**config.mk**
```make
export PLATFORM = sky130hd
export DESIGN_NAME = frame_burst_seq
export DESIGN_NICKNAME = d
export VERILOG_FILES = /design/src/rtl/seq_pkg.sv /design/src/rtl/seq_fsm.sv /design/src/rtl/seq_burst_ctr.sv /design/src/rtl/seq_ctrl_latch.sv /design/src/rtl/frame_burst_seq.sv
export SDC_FILE = /design/constraint.sdc
export NUM_CORES = 1
export LEC_CHECK = 0
export ABC_AREA = 1
export CAP_MARGIN = 25
export CORE_MARGIN = 8
export CORE_UTILIZATION = 46
export CTS_CLUSTER_DIAMETER = 50
export CTS_CLUSTER_SIZE = 25
export DETAILED_ROUTE_END_ITERATION = 16
export PLACE_DENSITY_LB_ADDON = 0.25
export SETUP_SLACK_MARGIN = 0.2
export SKIP_LAST_GASP = 1
export SLEW_MARGIN = 30
export SYNTH_ARGS = -nofsm -noshare
export SYNTH_HDL_FRONTEND = slang
export SYNTH_SLANG_ARGS = --single-unit
export TNS_END_PERCENT = 10
```
**constraint.sdc**
```tcl
create_clock -name clk -period 2.5 [get_ports clk]
set_clock_uncertainty 0.2 [all_clocks]
set_input_delay 0.5 -clock clk [delete_from_list [all_inputs] [get_ports clk]]
set_output_delay 0.5 -clock clk [all_outputs]
set_load 0.03 [all_outputs]
```
**src/rtl/seq_pkg.sv**
```systemverilog
package seq_pkg;
  typedef enum logic [2:0] {
    ST_IDLE   = 3'd0,
    ST_CLEAR  = 3'd1,
    ST_LOAD   = 3'd2,
    ST_START  = 3'd3,
    ST_WAIT   = 3'd4,
    ST_DONE   = 3'd5
  } seq_state_e;
endpackage

```
**src/rtl/seq_fsm.sv**
```systemverilog
module seq_fsm
  import seq_pkg::*;
(
  input  logic clk,
  input  logic rst_n,
  input  logic frame_tick,
  input  logic burst_accepted,
  input  logic last_burst,
  output logic fifo_clear,
  output logic load_en,
  output logic burst_go,
  output logic idx_clr,
  output logic idx_inc,
  output logic tick_overrun
);

  seq_state_e state_q, state_d;
  logic       ovr_q, ovr_d;

  always_comb begin
    state_d = state_q;
    case (state_q)
      ST_IDLE:  if (frame_tick) state_d = ST_CLEAR;
      ST_CLEAR: state_d = ST_LOAD;
      ST_LOAD:  state_d = ST_START;
      ST_START: state_d = ST_WAIT;
      ST_WAIT:  if (burst_accepted) state_d = last_burst ? ST_DONE : ST_LOAD;
      ST_DONE:  state_d = ST_IDLE;
      default:  state_d = ST_IDLE;
    endcase
  end

  assign ovr_d = frame_tick && (state_q != ST_IDLE);

  always_ff @(posedge clk or negedge rst_n) begin
    if (!rst_n) begin
      state_q <= ST_IDLE;
      ovr_q   <= 1'b0;
    end else begin
      state_q <= state_d;
      ovr_q   <= ovr_d;
    end
  end

  assign fifo_clear   = (state_q == ST_CLEAR);
  assign load_en      = (state_q == ST_LOAD);
  assign burst_go     = (state_q == ST_START);
  assign idx_clr      = (state_q == ST_CLEAR);
  assign idx_inc      = (state_q == ST_WAIT) && burst_accepted && !last_burst;
  assign tick_overrun = ovr_q;

  p_clear_one_cycle_r2: assert property (@(posedge clk) disable iff (!rst_n)
    fifo_clear |=> !fifo_clear);

  p_clear_needs_tick_r2: assert property (@(posedge clk) disable iff (!rst_n)
    $rose(fifo_clear) |-> $past(frame_tick));

  p_go_single_r3: assert property (@(posedge clk) disable iff (!rst_n)
    burst_go |=> !burst_go);

  p_overrun_no_clear_r6: assert property (@(posedge clk) disable iff (!rst_n)
    tick_overrun |-> !fifo_clear);

endmodule

```
**src/rtl/seq_burst_ctr.sv**
```systemverilog
module seq_burst_ctr #(
  parameter int NUM_BURSTS = 4,
  localparam int IDX_W = (NUM_BURSTS > 1) ? $clog2(NUM_BURSTS) : 1
) (
  input  logic             clk,
  input  logic             rst_n,
  input  logic             idx_clr,
  input  logic             idx_inc,
  output logic [IDX_W-1:0] idx,
  output logic             last_burst
);

  localparam logic [IDX_W-1:0] LAST_IDX = IDX_W'(NUM_BURSTS - 1);

  logic [IDX_W-1:0] idx_q, idx_d;
  logic             idx_en;

  assign idx_en = idx_clr || idx_inc;
  assign idx_d  = idx_clr ? '0 : idx_q + 1'b1;

  always_ff @(posedge clk or negedge rst_n) begin
    if (!rst_n)      idx_q <= '0;
    else if (idx_en) idx_q <= idx_d;
  end

  assign idx        = idx_q;
  assign last_burst = (idx_q == LAST_IDX);

  p_idx_bound_r8: assert property (@(posedge clk) disable iff (!rst_n)
    idx_q <= LAST_IDX);

endmodule

```
**src/rtl/seq_ctrl_latch.sv**
```systemverilog
module seq_ctrl_latch #(
  parameter int CTRL_W = 8
) (
  input  logic              clk,
  input  logic              rst_n,
  input  logic              load_en,
  input  logic [CTRL_W-1:0] ctrl_src,
  output logic [CTRL_W-1:0] ctrl_byte
);

  logic [CTRL_W-1:0] byte_q;

  always_ff @(posedge clk or negedge rst_n) begin
    if (!rst_n)       byte_q <= '0;
    else if (load_en) byte_q <= ctrl_src;
  end

  assign ctrl_byte = byte_q;

endmodule

```
**src/rtl/frame_burst_seq.sv**
```systemverilog
module frame_burst_seq #(
  parameter int NUM_BURSTS = 4,
  parameter int CTRL_W     = 8,
  localparam int IDX_W = (NUM_BURSTS > 1) ? $clog2(NUM_BURSTS) : 1
) (
  input  logic              clk,
  input  logic              rst_n,
  input  logic              frame_tick,
  input  logic              burst_accepted,
  input  logic [CTRL_W-1:0] ctrl_src,
  output logic [IDX_W-1:0]  burst_sel,
  output logic              fifo_clear,
  output logic [CTRL_W-1:0] ctrl_byte,
  output logic              burst_go,
  output logic              tick_overrun
);

  logic [1:0] rst_sync_q;
  logic       rst_int_n;
  logic       load_en, idx_clr, idx_inc, last_burst;

  always_ff @(posedge clk or negedge rst_n) begin
    if (!rst_n) rst_sync_q <= 2'b00;
    else        rst_sync_q <= {rst_sync_q[0], 1'b1};
  end
  assign rst_int_n = rst_sync_q[1];

  seq_fsm u_fsm (
    .clk            (clk),
    .rst_n          (rst_int_n),
    .frame_tick     (frame_tick),
    .burst_accepted (burst_accepted),
    .last_burst     (last_burst),
    .fifo_clear     (fifo_clear),
    .load_en        (load_en),
    .burst_go       (burst_go),
    .idx_clr        (idx_clr),
    .idx_inc        (idx_inc),
    .tick_overrun   (tick_overrun)
  );

  seq_burst_ctr #(.NUM_BURSTS(NUM_BURSTS)) u_ctr (
    .clk        (clk),
    .rst_n      (rst_int_n),
    .idx_clr    (idx_clr),
    .idx_inc    (idx_inc),
    .idx        (burst_sel),
    .last_burst (last_burst)
  );

  seq_ctrl_latch #(.CTRL_W(CTRL_W)) u_latch (
    .clk       (clk),
    .rst_n     (rst_int_n),
    .load_en   (load_en),
    .ctrl_src  (ctrl_src),
    .ctrl_byte (ctrl_byte)
  );

  p_latch_fresh_r3: assert property (@(posedge clk) disable iff (!rst_int_n)
    burst_go |-> (ctrl_byte == $past(ctrl_src)));

  p_latch_hold_r9: assert property (@(posedge clk) disable iff (!rst_int_n)
    !$stable(ctrl_byte) |-> burst_go);

  p_sel_zero_after_clear_r8: assert property (@(posedge clk) disable iff (!rst_int_n)
    fifo_clear |=> (burst_sel == '0));

endmodule

```
==> metrics.txt <==
outcome=finished clean; via count of the first global-routing pass=between 600 and 700; total wirelength of the detailed-routed design=~1.5 mm; Core ar.=1510 µm²; Max-cap violations=0; largest net degree at the start of global routing=18; nature of the critical path endpoint=output port; first-pass iteration count of the detailed router=4; net count reported at finish=between 100 and 150; number of remaining DRC errors=0; critical path startpoint=u_fsm.state_q[2]; Buffers on Ports=24; library cell with the largest summed area after synthesis=sky130_fd_sc_hd__dfrtp_1; number of setup violations in the final report=0; met2 usage=18.3%; last weighted congestion value of the routability-driven placer=approximately 0.90; worst endpoint data arrival time=roughly 1.5 ns; Bufs on Longest Clock Path=2; RSZ-0062 raised after global routing=false; share of the clock period used by the worst path after layout=87.7%; total count of max-transition violations in the final report=0; flip-flop and latch count after synthesis=16; clock slew at reported path FFs=0.08 ns; endpoint of the lowest-slack register-to-register path=u_ctr.idx[0]; Final Hold Fails=0; number of instances in the synthesized netlist=83; multi-input gate area in the final layout=roughly 250 µm²; Final Critical Period=2.19 ns; maximum frequency from static timing analysis=456 MHz; global route hottest layer=met2; count of pins on the block boundary=25; IR drop worst, VDD=~660 µV; clock buffer count from CTS=3; die area=around 3100 µm²; Rel. slew slack=about 63%; hpwl dp=1.19 mm; total power after layout=1.34 mW; number of antenna repair diodes=0; global-route wire length before repair=2.64 mm; vias post-DR=598; cell types with the largest area share after synthesis=sky130_fd_sc_hd__dfrtp_1 55%, sky130_fd_sc_hd__nand2_1 11%, sky130_fd_sc_hd__o21ai_2 8.4%, sky130_fd_sc_hd__inv_1 8.2%, sky130_fd_sc_hd__nand3_1 4.1%; count of buffers added by post-CTS timing repair for setup=0; y dimension of the die=55.9 µm; met3 demand-to-capacity share in global routing=4.11%; die boundary width=about 56 µm; synth-to-layout area growth=37.2%; layout filler cell count=129; ratio of routed vias to standard cells=4.78; Crit Reg-Reg Startpoint=u_ctr.idx[0]; share of post-route cells with drive strength above 1=roughly 14%; initial antenna violation count=0; number of gates resized after CTS=1; Register-to-Register Path Depth=5; area share of the largest cell type after synthesis=54.6%; setup TNS=0 ns; Least-Margin Pin Slew=0.553 ns; clock tree root buffer cell=sky130_fd_sc_hd__clkbuf_4; register-to-register path setup slack=1.15 ns; CTS tree=built; gr usage total=10.0%; Synth Net Count=96; distinct cell type count after synthesis=14; leakage power=roughly 0.55 nW; overflow left after global routing=0; category of the critical setup timing path=reg2out; syn avg cell area=8.83 µm²; post-synthesis sequential area ratio=54.6%; Pwr Density=1330 nW/µm²; number of buffers inserted for hold repair after clock tree synthesis=0; Initial Util=between 40% and 50%; global routing met1 resource utilization=9.69%; later-pin clock latency in the skew report=between 0.2 and 0.3 ns; number of placement rows=14; number of clock sinks=16; antenna viol nets, final=0; worst hold path class=reg2async; routed wirelength normalized by instance count=11.7 µm; Data required, critical path=1.80 ns; area of the mapped netlist=733 µm²; largest fanout on the critical path=5; flip-flop and latch area=400 µm²; count of H-tree levels built during CTS=1; Yosys warning total=0; DRC marker count from the first detailed-route iteration=12; startpoint class of the critical path=flop
==> Yosys cell counts <==
cell type	number
sky130_fd_sc_hd__conb_1	1
sky130_fd_sc_hd__o21ai_2	7
sky130_fd_sc_hd__nor2_1	6
sky130_fd_sc_hd__ha_1	1
sky130_fd_sc_hd__inv_1	16
sky130_fd_sc_hd__dfrtp_1	16
sky130_fd_sc_hd__nand4_1	2
sky130_fd_sc_hd__inv_2	3
sky130_fd_sc_hd__buf_6	1
sky130_fd_sc_hd__nor2_2	1
sky130_fd_sc_hd__nand3_4	1
sky130_fd_sc_hd__o21ai_1	1
sky130_fd_sc_hd__nand2_1	21
sky130_fd_sc_hd__nand3_1	6
==> power breakdown <==
part	total [mW]	internal, mW	switching, mW
clock network	0.128	0.0557	0.0725
registers	0.450	0.369	0.0807
logic	0.764	0.296	0.468
total	1.34	0.721	0.621
==> critical path, cell delays in order, from the launching register on <==
cell	delay [ns]
sky130_fd_sc_hd__dfrtp_1	0.42
sky130_fd_sc_hd__inv_2	0.12
sky130_fd_sc_hd__nand3_1	0.17
sky130_fd_sc_hd__inv_1	0.11
sky130_fd_sc_hd__dlygate4sd2_1	0.40
==> cell families (layout without fill, tap and decap cells) <==
kind of cell               count (synthesis)  after routing  share of synthesized area [%]
other                                      1              1                          0.511
and+or+nand+nor                           37             37                           22.9
AOI/OAI and AO/OA                          8              8                           9.04
DFF                                       16             16                           54.6
adders and majority gates                  1              1                           1.71
buffers and inverters                     20             46                           11.3
==> sequential cells by signal (all words and copies together) (netlist names) <==
name and cells:
u_ctr.idx 2, u_fsm.tick_overrun 1, u_fsm.state_q 3, rst_sync_q 2
u_latch.ctrl_byte 8
==> cell usage in the layout (no fill, tap or decap) <==
cell                               n
sky130_fd_sc_hd__clkbuf_4          3
sky130_fd_sc_hd__clkdlybuf4s50_1  22
sky130_fd_sc_hd__conb_1            1
sky130_fd_sc_hd__dfrtp_1          16
sky130_fd_sc_hd__dlygate4sd2_1     1
sky130_fd_sc_hd__dlymetal6s2s_1    1
sky130_fd_sc_hd__ha_1              1
sky130_fd_sc_hd__inv_1            16
sky130_fd_sc_hd__inv_2             3
sky130_fd_sc_hd__nand2_1          21
sky130_fd_sc_hd__nand3_1           6
sky130_fd_sc_hd__nand3_4           1
sky130_fd_sc_hd__nand4_1           2
sky130_fd_sc_hd__nor2_1            6
sky130_fd_sc_hd__nor2_2            1
sky130_fd_sc_hd__o21ai_1           1
sky130_fd_sc_hd__o21ai_2           7
==> routing by layer <==
metal,vias up,share of wire [%]
met2,15,50
met1,277,42
met4,0,0.55
met5,-,0
met3,2,6.8
li1,304,-
==> through the flow <==
step                util [%]  setup slack (ns)  cells  hold WS [ns]  instance area (µm²)
floorplan                  -             0.912     83       -0.0265                  733
global route            66.8             0.219    125        0.0978                 1010
finish                  66.8             0.308    125        0.0291                 1010
global placement        65.2             0.365    122        0.0475                  982
CTS                     66.6             0.160    125        0.0612                 1000
detailed placement      65.2             0.330    122        0.0530                  982
==> how the worst max path moves through the flow <==
stage | to | slack (ns) | cells past startpoint
2_1_floorplan | fifo_clear | 0.91 | 3
3_3_place_gp | fifo_clear | 0.36 | 4
3_5_place_dp | fifo_clear | 0.33 | 4
4_1_cts | burst_go | 0.16 | 4
5_1_grt | fifo_clear | 0.22 | 4
6_report | fifo_clear | 0.31 | 4
==> area by class of cell <==
type / instances / area share (%)
multi-input combinational: 47 / 24.9
timing repair buffer: 24 / 24.0
inverter: 19 / 7.09
tap: 16 / 1.99
sequential: 16 / 39.8
clock buffer: 3 / 2.24
No activity file was read; power rests on OpenSTA's default activity.
